===== src/rtl/cfg_key_pkg.sv =====
package cfg_key_pkg;

    typedef enum logic [1:0] {
        ST_IDLE   = 2'd0,
        ST_KEYACC = 2'd1,
        ST_LOCKED = 2'd2
    } guard_state_e;

    // decoded instruction events for one cycle
    typedef struct packed {
        logic enter;    // key-load request
        logic restart;  // one of the two restart codes
        logic other;    // any valid code except key-load
    } cmd_t;

endpackage


===== src/rtl/cfg_instr_decode.sv =====
module cfg_instr_decode
    import cfg_key_pkg::*;
#(
    parameter int unsigned IR_W       = 4,
    parameter int unsigned CODE_ENTER = 1,
    parameter int unsigned CODE_RST_A = 3,
    parameter int unsigned CODE_RST_B = 4
) (
    input  logic            instr_valid,
    input  logic [IR_W-1:0] instr_code,
    output cmd_t            cmd
);

    localparam logic [IR_W-1:0] ENTER_C = IR_W'(CODE_ENTER);
    localparam logic [IR_W-1:0] RST_A_C = IR_W'(CODE_RST_A);
    localparam logic [IR_W-1:0] RST_B_C = IR_W'(CODE_RST_B);

    always_comb begin
        cmd         = '0;
        cmd.enter   = instr_valid && (instr_code == ENTER_C);
        cmd.restart = instr_valid && ((instr_code == RST_A_C) || (instr_code == RST_B_C));
        cmd.other   = instr_valid && (instr_code != ENTER_C);
    end

endmodule


===== src/rtl/cfg_key_store.sv =====
module cfg_key_store #(
    parameter int unsigned KEY_W = 256
) (
    input  logic             clk,
    input  logic             rst_n,
    input  logic             erase,
    input  logic             shift,
    input  logic             shift_bit,
    input  logic             finish,
    output logic             key_valid,
    output logic [KEY_W-1:0] dec_key
);

    localparam int unsigned CNT_W = $clog2(KEY_W + 1);
    localparam logic [CNT_W-1:0] FULL = CNT_W'(KEY_W);

    typedef struct packed {
        logic [KEY_W-1:0] key;
        logic [CNT_W-1:0] cnt;
        logic             valid;
    } ks_t;

    ks_t s_q, s_d;

    always_comb begin
        s_d = s_q;
        if (erase) begin
            s_d = '0;
        end else if (finish) begin
            if (s_q.cnt == FULL) begin
                s_d.valid = 1'b1;
            end else begin
                s_d.key   = '0;
                s_d.valid = 1'b0;
            end
            s_d.cnt = '0;
        end else if (shift && (s_q.cnt != FULL)) begin
            // first bit in ends up at position 0 after KEY_W shifts
            s_d.key = {shift_bit, s_q.key[KEY_W-1:1]};
            s_d.cnt = s_q.cnt + 1'b1;
        end
    end

    always_ff @(posedge clk or negedge rst_n) begin
        if (!rst_n) s_q <= '0;
        else        s_q <= s_d;
    end

    assign key_valid = s_q.valid;
    assign dec_key   = s_q.valid ? s_q.key : '0;

    a_r2_erase_clears : assert property (@(posedge clk) disable iff (!rst_n)
        erase |=> (!s_q.valid && (s_q.cnt == '0)));

    a_r4_short_load : assert property (@(posedge clk) disable iff (!rst_n)
        (finish && !erase && (s_q.cnt != FULL)) |=> !s_q.valid);

    a_r3_full_load : assert property (@(posedge clk) disable iff (!rst_n)
        (finish && !erase && (s_q.cnt == FULL)) |=> s_q.valid);

endmodule


===== src/rtl/cfg_guard_fsm.sv =====
module cfg_guard_fsm
    import cfg_key_pkg::*;
(
    input  logic clk,
    input  logic rst_n,
    input  cmd_t cmd,
    input  logic shift_en,
    input  logic hdr_valid,
    input  logic hdr_encrypted,
    input  logic cfg_done,
    input  logic prog_pulse,
    input  logic kill,
    input  logic key_valid,
    output logic key_erase,
    output logic key_shift,
    output logic key_finish,
    output logic locked,
    output logic stream_encrypted,
    output logic hdr_ack,
    output logic hdr_nak,
    output logic cfg_error
);

    typedef struct packed {
        guard_state_e state;
        logic         busy;
        logic         enc;
        logic         err;
        logic         ack;
        logic         nak;
    } fsm_t;

    fsm_t f_q, f_d;
    logic restart_evt;
    logic entering;
    logic hdr_ok;

    assign restart_evt = cmd.restart | prog_pulse;

    always_comb begin
        f_d        = f_q;
        f_d.ack    = 1'b0;
        f_d.nak    = 1'b0;
        key_erase  = kill;
        key_finish = 1'b0;
        key_shift  = 1'b0;
        entering   = 1'b0;

        unique case (f_q.state)
            ST_IDLE: begin
                if (restart_evt) begin
                    f_d.busy = 1'b0;
                    f_d.enc  = 1'b0;
                end else if (cmd.enter && !f_q.busy) begin
                    entering  = 1'b1;
                    key_erase = 1'b1;
                    f_d.state = ST_KEYACC;
                end else if (cfg_done && f_q.busy) begin
                    f_d.busy = 1'b0;
                    f_d.enc  = 1'b0;
                    if (f_q.enc) f_d.state = ST_LOCKED;
                end
            end
            ST_KEYACC: begin
                if (kill) begin
                    f_d.state = ST_IDLE;
                end else if (cmd.other || prog_pulse) begin
                    key_finish = 1'b1;
                    f_d.state  = ST_IDLE;
                end else begin
                    key_shift = shift_en;
                end
            end
            ST_LOCKED: begin
                if (restart_evt) f_d.state = ST_IDLE;
            end
            default: f_d.state = ST_IDLE;
        endcase

        hdr_ok = (f_q.state == ST_IDLE) && !f_q.busy && !entering
                 && !(hdr_encrypted && !key_valid);
        if (hdr_valid) begin
            if (hdr_ok) begin
                f_d.busy = 1'b1;
                f_d.enc  = hdr_encrypted;
                f_d.err  = 1'b0;
                f_d.ack  = 1'b1;
            end else begin
                f_d.err  = 1'b1;
                f_d.nak  = 1'b1;
            end
        end
    end

    always_ff @(posedge clk or negedge rst_n) begin
        if (!rst_n) begin
            f_q       <= '0;
            f_q.state <= ST_IDLE;
        end else begin
            f_q <= f_d;
        end
    end

    assign locked           = (f_q.state == ST_LOCKED);
    assign stream_encrypted = f_q.enc;
    assign hdr_ack          = f_q.ack;
    assign hdr_nak          = f_q.nak;
    assign cfg_error        = f_q.err;

    a_r10_lock_holds : assert property (@(posedge clk) disable iff (!rst_n)
        ((f_q.state == ST_LOCKED) && !restart_evt) |=> (f_q.state == ST_LOCKED));

    a_r11_unlock_cause : assert property (@(posedge clk) disable iff (!rst_n)
        ((f_q.state != ST_LOCKED) && ($past(f_q.state) == ST_LOCKED)) |-> $past(restart_evt));

    a_r8_enc_refused : assert property (@(posedge clk) disable iff (!rst_n)
        (hdr_valid && hdr_encrypted && !key_valid) |=> (f_q.nak && f_q.err));

    a_r12_busy_refused : assert property (@(posedge clk) disable iff (!rst_n)
        (hdr_valid && f_q.busy) |=> f_q.nak);

    a_r7_ack_nak_excl : assert property (@(posedge clk) disable iff (!rst_n)
        $onehot0({f_q.ack, f_q.nak}));

endmodule


===== src/rtl/cfg_key_guard.sv =====
module cfg_key_guard
    import cfg_key_pkg::*;
#(
    parameter int unsigned KEY_W      = 256,
    parameter int unsigned IR_W       = 4,
    parameter int unsigned CODE_ENTER = 1,
    parameter int unsigned CODE_RST_A = 3,
    parameter int unsigned CODE_RST_B = 4
) (
    input  logic             clk,
    input  logic             rst_n,
    input  logic             instr_valid,
    input  logic [IR_W-1:0]  instr_code,
    input  logic             shift_en,
    input  logic             shift_bit,
    input  logic             hdr_valid,
    input  logic             hdr_encrypted,
    input  logic             cfg_done,
    input  logic             prog_pulse,
    input  logic             tamper,
    input  logic             key_pwr_fail,
    output logic             key_valid,
    output logic [KEY_W-1:0] dec_key,
    output logic             locked,
    output logic             stream_encrypted,
    output logic             hdr_ack,
    output logic             hdr_nak,
    output logic             cfg_error
);

    cmd_t cmd;
    logic kill;
    logic key_erase;
    logic key_shift;
    logic key_finish;

    assign kill = tamper | key_pwr_fail;

    cfg_instr_decode #(
        .IR_W       (IR_W),
        .CODE_ENTER (CODE_ENTER),
        .CODE_RST_A (CODE_RST_A),
        .CODE_RST_B (CODE_RST_B)
    ) u_dec (
        .instr_valid (instr_valid),
        .instr_code  (instr_code),
        .cmd         (cmd)
    );

    cfg_guard_fsm u_fsm (
        .clk              (clk),
        .rst_n            (rst_n),
        .cmd              (cmd),
        .shift_en         (shift_en),
        .hdr_valid        (hdr_valid),
        .hdr_encrypted    (hdr_encrypted),
        .cfg_done         (cfg_done),
        .prog_pulse       (prog_pulse),
        .kill             (kill),
        .key_valid        (key_valid),
        .key_erase        (key_erase),
        .key_shift        (key_shift),
        .key_finish       (key_finish),
        .locked           (locked),
        .stream_encrypted (stream_encrypted),
        .hdr_ack          (hdr_ack),
        .hdr_nak          (hdr_nak),
        .cfg_error        (cfg_error)
    );

    cfg_key_store #(
        .KEY_W (KEY_W)
    ) u_key (
        .clk       (clk),
        .rst_n     (rst_n),
        .erase     (key_erase),
        .shift     (key_shift),
        .shift_bit (shift_bit),
        .finish    (key_finish),
        .key_valid (key_valid),
        .dec_key   (dec_key)
    );

    a_r6_kill_erases : assert property (@(posedge clk) disable iff (!rst_n)
        (tamper || key_pwr_fail) |=> (!key_valid && (dec_key == '0)));

    a_r13_no_stale_key : assert property (@(posedge clk) disable iff (!rst_n)
        (!key_valid && !$past(key_valid)) |-> (dec_key == '0));

endmodule


===== config.mk =====
export PLATFORM = sky130hd
export DESIGN_NAME = cfg_key_guard
export DESIGN_NICKNAME = d
export VERILOG_FILES = /design/src/rtl/cfg_key_pkg.sv /design/src/rtl/cfg_instr_decode.sv /design/src/rtl/cfg_key_store.sv /design/src/rtl/cfg_guard_fsm.sv /design/src/rtl/cfg_key_guard.sv
export SDC_FILE = /design/constraint.sdc
export NUM_CORES = 1
export LEC_CHECK = 0
export BUFFER_PORTS_ARGS = -buffer_cell sky130_fd_sc_hd__buf_2
export CAP_MARGIN = 40
export CORE_MARGIN = 10
export CORE_UTILIZATION = 45
export CTS_CLUSTER_DIAMETER = 80
export CTS_CLUSTER_SIZE = 28
export DETAILED_ROUTE_END_ITERATION = 16
export GPL_TIMING_DRIVEN = 0
export PLACE_DENSITY = 0.73
export SETUP_SLACK_MARGIN = 0.1
export SLEW_MARGIN = 20
export SYNTH_ARGS = -nofsm -noshare
export SYNTH_HDL_FRONTEND = slang
export SYNTH_HIERARCHICAL = 1
export SYNTH_SLANG_ARGS = --single-unit
export TNS_END_PERCENT = 1

===== constraint.sdc =====
create_clock -name clk -period 4.2 [get_ports clk]
set_input_delay 0.21 -clock clk [delete_from_list [all_inputs] [get_ports clk]]
set_output_delay 0.21 -clock clk [all_outputs]
set_load 0.005 [all_outputs]

==> flow_metrics.py <==
metrics = {
    "status": {
        "outcome": "finished clean",
    },
    "sta": {
        "worst_pin_slew_ns": 0.814,
        "setup_tns_ns": 0,
        "max_freq_ghz": 0.363,
        "final.min_clock_period_ns": 2.76,
        "slew_violations": 0,
        "skew_ns": 0.0223,
        "rsz0062_at_grt": "no",
        "finalCritPeriodShare_pct": 65.6,
        "finalHoldViolations": 0,
        "fin_worst_hold_slack_ns": 0.0471,
        "slew-limit-headroom_pct": 45.7,
        "setup_viol": 0,
        "setup_slack_ns": 1.44,
    },
    "detailed_routing": {
        "vias_per_cell": 5.10,
        "wl_per_cell_um": 16.6,
        "vias": 11000,
        "drc_errors": 0,
        "drt_first_pass_iters": 5,
        "dr.first_iter.drc_count": 586,
        "ant_nets": 0,
        "drt-total-wl_um": 35900,
    },
    "power_and_ir_drop": {
        "cellPowerDensity_nw_per_um2": 274,
        "leakage_nw": 7.95,
        "irDropWorstVdd_mv": 0.208,
    },
    "grt": {
        "grt_max_degree": 100,
        "grt_antenna_before_repair": 0,
        "first_global_vias": 10900,
        "grt_pass1_wl_um": 58000,
        "overflow": 0,
        "grtUsageTotal_pct": 17.7,
    },
    "synthesis": {
        "yosys.area.top_type": "dfrtp_1",
        "netlist_area_sq_um": 14200,
        "synth_edf_count": 0,
        "synthCells": 1458,
        "synth.distinct_cells": 44,
        "ys_seq_elements": 273,
        "synth_ff_type": "dfrtp_1",
        "ys_seq_area_share_pct": 48.1,
        "syn_nets": 1475,
        "yosys-top-cells-count": "482 x nand2_1, 273 x dfrtp_1, 256 x and2_1, 237 x mux2i_1, 83 x clkbuf_1",
        "synthDominantCellAreaShare_pct": 48.1,
        "async_reset_ff_share_pct": 100,
        "synth.area.top_cells": "dfrtp_1 48%, mux2i_1 17%, nand2_1 13%",
        "synth.avg_cell_area_sq_um": 9.73,
        "yosysWarnings": 6,
        "yosysMostFrequentCell": "nand2_1",
    },
    "worst_setup_path": {
        "arrival_ns": 3.18,
        "path_delay_family": "simple AND/OR/NAND/NOR gates",
        "r2r-start": "u_fsm/f_q[5]$_DFFE_PN0P_",
        "cpMaxStageDelayCell": "clkbuf_1",
        "reg2reg_to": "u_key/s_q[134]$_DFFE_PN0P_",
        "critPathLaunchType": "primary input",
        "r2r_cells": 8,
        "worstPathRequired_ns": 4.62,
        "r2r_slack_ns": 1.48,
        "path_buf_inv": 3,
        "critical_path_class": "primary input to register",
        "end_kind": "register",
        "cp_max_fo": 10,
        "cp_cell_sequence": "buf_2 -> or3b_1 -> a21oi_1 -> nor2_1 -> nand3_1 -> nand2b_1 -> nor2_1 -> clkbuf_1 -> clkbuf_1 -> nand2_1 -> mux2i_1",
        "slowest_delay_ns": 0.60,
    },
    "worst_hold_path": {
        "hp-start": "instr_valid",
        "hold_class": "primary input to register",
        "min_delay_path_depth": 3,
        "hold_path_end": "u_fsm/f_q[5]$_DFFE_PN0P_",
    },
    "cts": {
        "clockRootBuffer": "clkbuf_16",
        "cts_buffer_depth": 3,
        "cts_tree": "done",
        "htreeDepth": 1,
        "path_clk_slew_ns": 0.11,
        "cts_num_sinks": 273,
        "clock_latency_ns": 0.50,
        "numCtsBuffers": 14,
        "cts_resized": 0,
    },
    "placement": {
        "preCtsSetupSlack_ns": 0.971,
        "port_buffers": 276,
        "dpl_cell_area_sq_um": 16100,
        "finalWeightedCongestion": 0.848,
        "hpwl_um": 26100,
    },
    "floorplanning": {
        "initial_utilization_pct": 46.0,
        "ios": 277,
        "num_rows": 64,
        "dieArea_sq_um": 39000,
        "die_h_um": 198,
        "coreArea_sq_um": 30800,
        "fp.dieW_um": 198,
    },
    "cells_and_area": {
        "final_core_util_pct": 54.0,
        "area_delta_synth_final_pct": 17.3,
        "n_antenna_cell": 0,
        "postLayoutCellArea_sq_um": 16600,
        "layout.nets": 1774,
        "drive_above_1_share_pct": 19.2,
    },
    "flow_run": {
        "maxCapViolations": 0,
    },
}
## power breakdown
part	total [mW]	internal, mW	switching (mW)
logic	0.348	0.129	0.219
clock network	1.58	0.720	0.864
registers	2.63	2.63	0.00332
## flip-flops by register name, indices dropped and copies added, names as in the netlist
| register | cells |
|---|---|
| u_fsm/hdr_nak | 1 |
| u_fsm/cfg_error | 1 |
| u_fsm/f_q | 3 |
| u_key/s_q | 265 |
| u_fsm/stream_encrypted | 1 |
| u_fsm/hdr_ack | 1 |
| u_key/key_valid | 1 |
## worst max path at each step
stage / start / end / slack (ns) / cells past startpoint
detailed placement: instr_code[0] / u_key/s_q[172]$_DFFE_PN0P_ / 0.97 / 11
global route: instr_code[0] / u_key/s_q[178]$_DFFE_PN0P_ / 1.15 / 11
floorplan: instr_code[0] / u_key/s_q[213]$_DFFE_PN0P_ / 1.76 / 11
finish: instr_code[0] / u_key/s_q[134]$_DFFE_PN0P_ / 1.44 / 11
CTS: u_key/key_valid$_DFFE_PN0P_ / dec_key[188] / 1.40 / 4
global placement: rst_n / u_key/s_q[168]$_DFFE_PN0P_ / -2.15 / 1
## worst reg2reg max path, stage by stage, from the launching register on
cell      delay, ns
dfrtp_1        0.49
nor3_1         0.09
nand3_1        0.12
nand2b_1       0.10
nor2_1         0.51
clkbuf_1       0.60
clkbuf_1       0.45
nand2_1        0.12
mux2i_1        0.17
## layer usage
metal  wire (um)  track usage [%]  vias up
li1            -                -     5302
met1       16200             23.7     5412
met2       16900             29.1      278
met3        2120             3.56       28
met4         696             3.87        0
met5           0                0        -
## what timing repair did
item,CTS,global route
hold buffers,5,0
hold endpoints to repair,90,0
buffers inserted,0,0
setup endpoints to repair,0,0
## cell usage in the layout (no fill, tap or decap), types with 3 or more instances in the layout
master / Yosys / layout
a21oi_1: 7 / 7
a32o_1: 19 / 19
and2_1: 256 / 256
buf_12: 25 / 25
buf_2: 3 / 278
clkbuf_1: 83 / 83
clkbuf_16: 0 / 15
clkbuf_8: 0 / 3
clkinvlp_4: 0 / 3
dfrtp_1: 273 / 273
dlygate4sd3_1: 0 / 5
inv_1: 5 / 5
mux2i_1: 237 / 237
nand2_1: 482 / 482
nand2b_1: 3 / 3
nand3_1: 4 / 4
nor2_1: 9 / 9
o21ai_0: 3 / 3
o31ai_1: 5 / 5
or3_1: 3 / 3
or4_1: 3 / 3
## through the flow
step / power [mW] / cells
global placement: 3.03 / 2130
detailed placement: 3.03 / 2132
CTS: 4.63 / 2160
floorplan: 2.91 / 1458
finish: 4.57 / 2160
global route: 4.75 / 2160
## cell type report
cell class	instances	area, sq um
clock buffers	18	417
repair buffers	283	1500
fillers	2795	14200
flip-flops and latches	273	6830
well taps	396	495
plain buffers	114	853
inverters	5	18.8
clock inverters	5	40.0
multi-input cells	1066	6490
## kinds of logic (layout without fill, tap and decap cells)
| logic type | after synthesis | count (layout) | synth area share (%) |
|---|---|---|---|
| simple gates | 776 | 776 | 25.7 |
| mux | 238 | 238 | 16.8 |
| compound gates | 48 | 48 | 2.90 |
| fa+ha+maj | 2 | 2 | 0.176 |
| xor+xnor | 2 | 2 | 0.123 |
| flops | 273 | 273 | 48.1 |
| buf+inv | 119 | 425 | 6.15 |
No activity file was read; power rests on OpenSTA's default activity.
